$ cat src/rtl/txq_pkg.sv
package txq_pkg;

   typedef enum logic {
      TXQ_TRANSPARENT = 1'b0,
      TXQ_FRAMED      = 1'b1
   } txq_mode_e;

   typedef struct packed {
      logic done;
      logic underrun;
      logic abort;
   } txq_evt_t;

endpackage

$ cat src/rtl/txq_ptr_ctrl.sv
module txq_ptr_ctrl #(
   parameter  int DEPTH = 64,
   localparam int PTR_W = $clog2(DEPTH),
   localparam int CNT_W = $clog2(DEPTH + 1)
) (
   input  logic             clk,
   input  logic             rst_n,
   input  logic             flush,
   input  logic             wr_en,
   input  logic             rd_ready,
   output logic             pop,
   output logic             push,
   output logic             store_we,
   output logic [PTR_W-1:0] store_idx,
   output logic [PTR_W-1:0] head_idx,
   output logic [CNT_W-1:0] count
);

   logic [PTR_W-1:0] wr_ptr, rd_ptr;
   logic [PTR_W-1:0] wr_nxt, rd_nxt, wr_prv;
   logic             full, empty, overwrite;

   // pointer stepping: natural wrap when depth is a power of two
   generate
      if ((DEPTH & (DEPTH - 1)) == 0) begin : g_pow2
         assign wr_nxt = wr_ptr + 1'b1;
         assign rd_nxt = rd_ptr + 1'b1;
         assign wr_prv = wr_ptr - 1'b1;
      end else begin : g_mod
         assign wr_nxt = (wr_ptr == PTR_W'(DEPTH - 1)) ? '0 : wr_ptr + 1'b1;
         assign rd_nxt = (rd_ptr == PTR_W'(DEPTH - 1)) ? '0 : rd_ptr + 1'b1;
         assign wr_prv = (wr_ptr == '0) ? PTR_W'(DEPTH - 1) : wr_ptr - 1'b1;
      end
   endgenerate

   assign full      = (count == CNT_W'(DEPTH));
   assign empty     = (count == '0);
   assign pop       = rd_ready & ~empty;
   assign push      = wr_en & (~full | pop);
   assign overwrite = wr_en & full & ~pop;
   assign store_we  = ~flush & (push | overwrite);
   assign store_idx = overwrite ? wr_prv : wr_ptr;
   assign head_idx  = rd_ptr;

   always_ff @(posedge clk or negedge rst_n) begin
      if (!rst_n) begin
         wr_ptr <= '0;
         rd_ptr <= '0;
         count  <= '0;
      end else if (flush) begin
         wr_ptr <= '0;
         rd_ptr <= '0;
         count  <= '0;
      end else begin
         if (push) wr_ptr <= wr_nxt;
         if (pop)  rd_ptr <= rd_nxt;
         case ({push, pop})
            2'b10:   count <= count + 1'b1;
            2'b01:   count <= count - 1'b1;
            default: count <= count;
         endcase
      end
   end

endmodule

$ cat src/rtl/txq_store.sv
module txq_store #(
   parameter  int ENT_W = 9,
   parameter  int DEPTH = 64,
   localparam int PTR_W = $clog2(DEPTH)
) (
   input  logic             clk,
   input  logic             we,
   input  logic [PTR_W-1:0] widx,
   input  logic [ENT_W-1:0] wdata,
   input  logic [PTR_W-1:0] ridx,
   output logic [ENT_W-1:0] rdata
);

   logic [ENT_W-1:0] slots [DEPTH];

   always_ff @(posedge clk) begin
      if (we) slots[widx] <= wdata;
   end

   assign rdata = slots[ridx];

endmodule

$ cat src/rtl/txq_evt.sv
module txq_evt
   import txq_pkg::*;
(
   input  logic     clk,
   input  logic     rst_n,
   input  logic     flush,
   input  logic     framed,
   input  logic     abort_req,
   input  logic     rd_ready,
   input  logic     empty,
   input  logic     pop,
   input  logic     push,
   input  logic     head_last,
   input  logic     count_one,
   output txq_evt_t evt
);

   logic     in_frame, in_frame_n;
   txq_evt_t evt_n;

   always_comb begin
      evt_n.underrun = framed & rd_ready & empty & in_frame;
      evt_n.abort    = framed & abort_req;
      evt_n.done     = pop & (framed ? head_last : (count_one & ~push));
      in_frame_n     = pop ? (framed & ~head_last) : in_frame;
      if (evt_n.underrun | evt_n.abort) in_frame_n = 1'b0;
   end

   always_ff @(posedge clk or negedge rst_n) begin
      if (!rst_n) begin
         evt      <= '0;
         in_frame <= 1'b0;
      end else if (flush) begin
         evt      <= '0;
         in_frame <= 1'b0;
      end else begin
         evt      <= evt_n;
         in_frame <= in_frame_n;
      end
   end

endmodule

$ cat src/rtl/txq_framed_fifo.sv
module txq_framed_fifo
   import txq_pkg::*;
#(
   parameter  int DATA_W = 8,
   parameter  int DEPTH  = 64,
   parameter  int LVL_W  = 6,
   localparam int PTR_W  = $clog2(DEPTH),
   localparam int CNT_W  = $clog2(DEPTH + 1),
   localparam int ENT_W  = DATA_W + 1
) (
   input  logic              clk,
   input  logic              rst_n,
   input  logic              tx_flush,
   input  logic              mode_framed,
   input  logic [LVL_W-1:0]  trig_lvl,
   input  logic              wr_en,
   input  logic [DATA_W-1:0] wr_data,
   input  logic              wr_last,
   input  logic              abort_req,
   output logic [CNT_W-1:0]  free_cnt,
   output logic              lvl_hit,
   output logic              tx_done,
   output logic              tx_underrun,
   output logic              ser_abort,
   output logic              rd_valid,
   output logic [DATA_W-1:0] rd_data,
   output logic              rd_last,
   input  logic              rd_ready
);

   generate
      if (DEPTH < 2)      begin : g_bad_depth $error("DEPTH must be at least 2"); end
      if (DATA_W < 1)     begin : g_bad_width $error("DATA_W must be positive"); end
      if (LVL_W > CNT_W)  begin : g_bad_lvl   $error("LVL_W exceeds count width"); end
   endgenerate

   logic             pop, push, store_we;
   logic [PTR_W-1:0] store_idx, head_idx;
   logic [CNT_W-1:0] count;
   logic [ENT_W-1:0] head_ent;
   txq_evt_t         evt;
   txq_mode_e        mode;

   assign mode = txq_mode_e'(mode_framed);

   txq_ptr_ctrl #(.DEPTH(DEPTH)) u_ptr (
      .clk       (clk),
      .rst_n     (rst_n),
      .flush     (tx_flush),
      .wr_en     (wr_en),
      .rd_ready  (rd_ready),
      .pop       (pop),
      .push      (push),
      .store_we  (store_we),
      .store_idx (store_idx),
      .head_idx  (head_idx),
      .count     (count)
   );

   txq_store #(.ENT_W(ENT_W), .DEPTH(DEPTH)) u_store (
      .clk   (clk),
      .we    (store_we),
      .widx  (store_idx),
      .wdata ({wr_last & (mode == TXQ_FRAMED), wr_data}),
      .ridx  (head_idx),
      .rdata (head_ent)
   );

   txq_evt u_evt (
      .clk       (clk),
      .rst_n     (rst_n),
      .flush     (tx_flush),
      .framed    (mode == TXQ_FRAMED),
      .abort_req (abort_req),
      .rd_ready  (rd_ready),
      .empty     (count == '0),
      .pop       (pop),
      .push      (push),
      .head_last (head_ent[ENT_W-1]),
      .count_one (count == CNT_W'(1)),
      .evt       (evt)
   );

   assign free_cnt    = CNT_W'(DEPTH) - count;
   assign lvl_hit     = ({1'b0, free_cnt} >= (CNT_W + 1)'(trig_lvl));
   assign rd_valid    = (count != '0);
   assign rd_data     = head_ent[DATA_W-1:0];
   assign rd_last     = head_ent[ENT_W-1];
   assign tx_done     = evt.done;
   assign tx_underrun = evt.underrun;
   assign ser_abort   = evt.abort;

endmodule

$ cat config.mk
export PLATFORM = sky130hd
export DESIGN_NAME = txq_framed_fifo
export DESIGN_NICKNAME = d
export VERILOG_FILES = /design/src/rtl/txq_pkg.sv /design/src/rtl/txq_ptr_ctrl.sv /design/src/rtl/txq_store.sv /design/src/rtl/txq_evt.sv /design/src/rtl/txq_framed_fifo.sv
export SDC_FILE = /design/constraint.sdc
export NUM_CORES = 1
export LEC_CHECK = 0
export BUFFER_PORTS_ARGS = -buffer_cell sky130_fd_sc_hd__buf_2
export CAP_MARGIN = 25
export CORE_MARGIN = 3
export CORE_UTILIZATION = 30
export CTS_BUF_LIST = sky130_fd_sc_hd__clkbuf_4
export DETAILED_ROUTE_END_ITERATION = 10
export PLACE_DENSITY = 0.52
export SYNTH_ARGS = -nofsm -noshare
export SYNTH_HDL_FRONTEND = slang
export SYNTH_SLANG_ARGS = --single-unit
$ cat constraint.sdc
create_clock -name clk -period 3.5 [get_ports clk]
set_clock_uncertainty 0.2 [all_clocks]
set_input_delay 0.35 -clock clk [delete_from_list [all_inputs] [get_ports clk]]
set_output_delay 0.35 -clock clk [all_outputs]
set_load 0.02 [all_outputs]
==> impl_metrics.toml <==
[die]
io_pins = 43
dieWidth_um = 288
start_util = 0.305
die_area_um2 = 83100
die_h_um = 288
coreArea_um2 = 78200
num_rows = 102

[cts]
cts_tree = "yes"
numClockSinks = 599
clk_path_buf_depth = 3
cts_buffers = 159
cts_max_level = 4
insertion_delay_ps = 1010
cts-root-buf = "clkbuf_4"
clk_pin_slew_ps = 60

[timing]
slew-limit-headroom = 0.405
rsz0062_at_grt = "true"
post-route-period-util = 1.21
period_needed_ps = 4250
fin_tns_setup_ps = -6280
max_clock_freq_mhz = 235
worst_slack_ps = -752
setup_violations = 10
worst_pin_slew_ps = 892
slew_violations = 0
finalHoldViolCount = 0

[synthesis]
yosys-top-cells-area = "edfxtp_1 (72%), mux4_2 (17%), dfrtp_1 (2.4%)"
yosys_warnings = 0
synth_common_cells = "edfxtp_1 (576), mux4_2 (183), nor2_1 (89), clkbuf_1 (28), nand2_1 (26)"
synth-xor-area-share = 0.00916
ys_seq_elements = 599
seq_area_frac_synth = 0.748
synthAdderAreaFrac = 0.00681
synth_ff_type = "edfxtp_1"
synth_edf_count = 576
ys_types = 50
synth_area_um2 = 23900
yosysMostFrequentCell = "edfxtp_1"
synth_simple_gate_area_share = 0.0350
synth_top_family_by_area = "multiplexers"
syn_inst = 1118
syn_nets = 1153
synth_mux_area_frac = 0.177
synthArstFlopShare = 0.0384
yosysTopAreaCellShare = 0.724
synth_compound_area_frac = 0.0113
synth.largest_area_cell = "edfxtp_1"
syn_area_per_cell_um2 = 21.4

[layout]
instances_no_fill = 2603
fill_cells = 7177
drive_gt1_frac = 0.431
nets = 1480
area_growth_pct = 22.6

[power]
ir_worst_vdd_v = 0.000477
seqPwrFrac = 0.411
pwr-share-comb = 0.279
switchingPower_mw = 5.41
power_leakage_nw = 9.66
p_int_mw = 14.0
power-per-cell-area_nw_per_um2 = 663
clkPwrFrac = 0.310
switching_share = 0.279

[global_route]
track_usage = 0.151
grt_max_degree = 52
antenna_found_initial = 3
grt-ovfl-total = 0
first_global_vias = 13400
grt_pass1_wl_um = 89300

[status]
failed_checks = "negative setup slack"
status = "finished with violations"

[setup_path]
crit_arrival_ps = 3700
path_max_fanout = 7
end_kind = "output port"
r2r-end = "u_store.slots[21][4]"
path_delay_family = "multiplexers"
cp_cell_sequence = "buf_12 -> buf_12 -> buf_12 -> mux4_2 -> mux4_2 -> mux4_2 -> buf_6"
cp_slowest_stage_delay_ps = 600
critPathKind = "flop to output port"
r2r_slack_ps = 230
cp-start-kind = "flop"
cp_slowest_cell = "mux4_2"
worst_ep_required_time_ps = 2950
crit_buf_inv = 4
reg2reg_depth = 9
r2r_start = "u_ptr.count[2]"

[detailed_routing]
drt_iter0_markers = 988
firstDrtPassIters = 5
totalWireLength_um = 61300
vias = 12600
final_antenna_net_count = 0
viasPerCell = 4.84
wl_per_cell_um = 23.6
drc = 0

[hold_path]
hold_path_class = "primary input to flop"
hold_start = "mode_framed"
hold_path_end = "u_evt.in_frame"
holdPathStages = 5

[placement]
gp_congestion = 0.749
portBuffers = 42
place_hpwl_um = 38100
placed_cells = 2262

[run]
drv_cap = 0
worst max-delay path by stage:
| stage | from | to | slack, ps | cells after the start |
|---|---|---|---|---|
| 6_report | u_ptr.head_idx[0] | rd_data[5] | -750 | 7 |
| 5_1_grt | u_ptr.head_idx[0] | rd_data[5] | -920 | 7 |
| 4_1_cts | u_ptr.head_idx[0] | rd_data[4] | -850 | 6 |
| 3_5_place_dp | u_ptr.head_idx[0] | rd_data[5] | 210 | 6 |
| 3_3_place_gp | u_ptr.head_idx[0] | rd_data[0] | 190 | 6 |
| 2_1_floorplan | u_ptr.count[2] | u_store.slots[60][0] | 300 | 8 |
cells in the final DEF (no fill, tap or decap), types with 7 or more instances in the layout:
cell type      instances
edfxtp_1             576
clkbuf_4             232
mux4_2               183
buf_4                130
nor2_1                88
buf_2                 32
nand2_1               26
dlygate4sd3_1         21
clkinv_1              19
dfrtp_1               19
buf_12                15
inv_1                 14
xor2_1                12
diode_2               10
nand3_1               10
nand4_1                9
xnor2_1                9
ha_1                   9
buf_16                 9
buf_6                  9
nand2b_1               7
flip-flops by register name, indices dropped and copies added (netlist names):
signal,count
u_store.slots,576
u_ptr.count,7
u_ptr.head_idx,6
u_ptr.wr_ptr,6
u_evt.evt,3
u_evt.in_frame,1
layer usage:
layer,wire length (µm),global-route usage,share of wire
met3,3830,0.0395,0.062
met5,0,0,0
met2,29200,0.236,0.48
met1,26800,0.201,0.44
met4,1440,0.0609,0.023
power by group through the flow:
stage | Clock (mW) | Combinational, mW | Sequential, mW
detailed placement | 0 | 4.53 | 8.15
finish | 6.03 | 5.41 | 7.98
CTS | 6.25 | 5.15 | 7.98
floorplan | 0 | 2.89 | 8.10
global placement | 0 | 4.50 | 8.15
global route | 6.65 | 5.79 | 7.98
worst register-to-register path, stage by stage (launching register included):
cell,delay [ps]
dfrtp_1,400
buf_4,150
nor4_4,310
buf_4,190
nand4_1,100
xor2_1,170
nor3_1,440
nand2_1,500
nor2_1,230
buf_4,260
cell families (layout without fill, tap and decap cells):
group                    count (synthesis)  in the layout
flip-flops                             599            599
multiplexers                           193            193
AND/OR/NAND/NOR                        176            176
buffers and inverters                   74            509
AO/OA/AOI/OAI                           38             38
XOR/XNOR                                25             25
adder cells (fa/ha/maj)                 13             13
other                                    0             10
per-stage QoR:
step / instance area (µm²) / hold WS [ps] / setup WS, ps / total power, mW / utilization
2_1_floorplan: 23900 / -146 / 300 / 11.0 / -
3_3_place_gp: 26200 / 225 / 194 / 12.6 / 0.335
3_5_place_dp: 26300 / 234 / 213 / 12.7 / 0.336
4_1_cts: 28900 / 14.4 / -850 / 19.4 / 0.370
5_1_grt: 29300 / 77.0 / -922 / 20.4 / 0.374
6_report: 29300 / 132 / -752 / 19.4 / 0.374
layout make-up:
| class | instances | area, µm² | area share |
|---|---|---|---|
| inverters | 17 | 63.8 | 0.00218 |
| well taps | 1040 | 1300 | 0.0444 |
| diodes | 10 | 25.0 | 0.000855 |
| multi-input cells | 445 | 5870 | 0.201 |
| clock buffers | 232 | 1740 | 0.0595 |
| flip-flops and latches | 599 | 17900 | 0.611 |
| repair buffers | 223 | 2150 | 0.0733 |
| clock inverters | 37 | 248 | 0.00846 |
timing repair:
| action | 4_1_cts | 5_1_grt |
|---|---|---|
| gates resized for setup | 30 | 28 |
| gates cloned | 3 | 4 |
| pin swaps | 12 | 4 |
| endpoints found under the hold margin | 623 | 0 |
| hold buffers | 22 | 0 |
| endpoints found under the setup margin | 11 | 14 |
| setup buffers | 17 | 15 |
(Power assumes the default switching activity.)
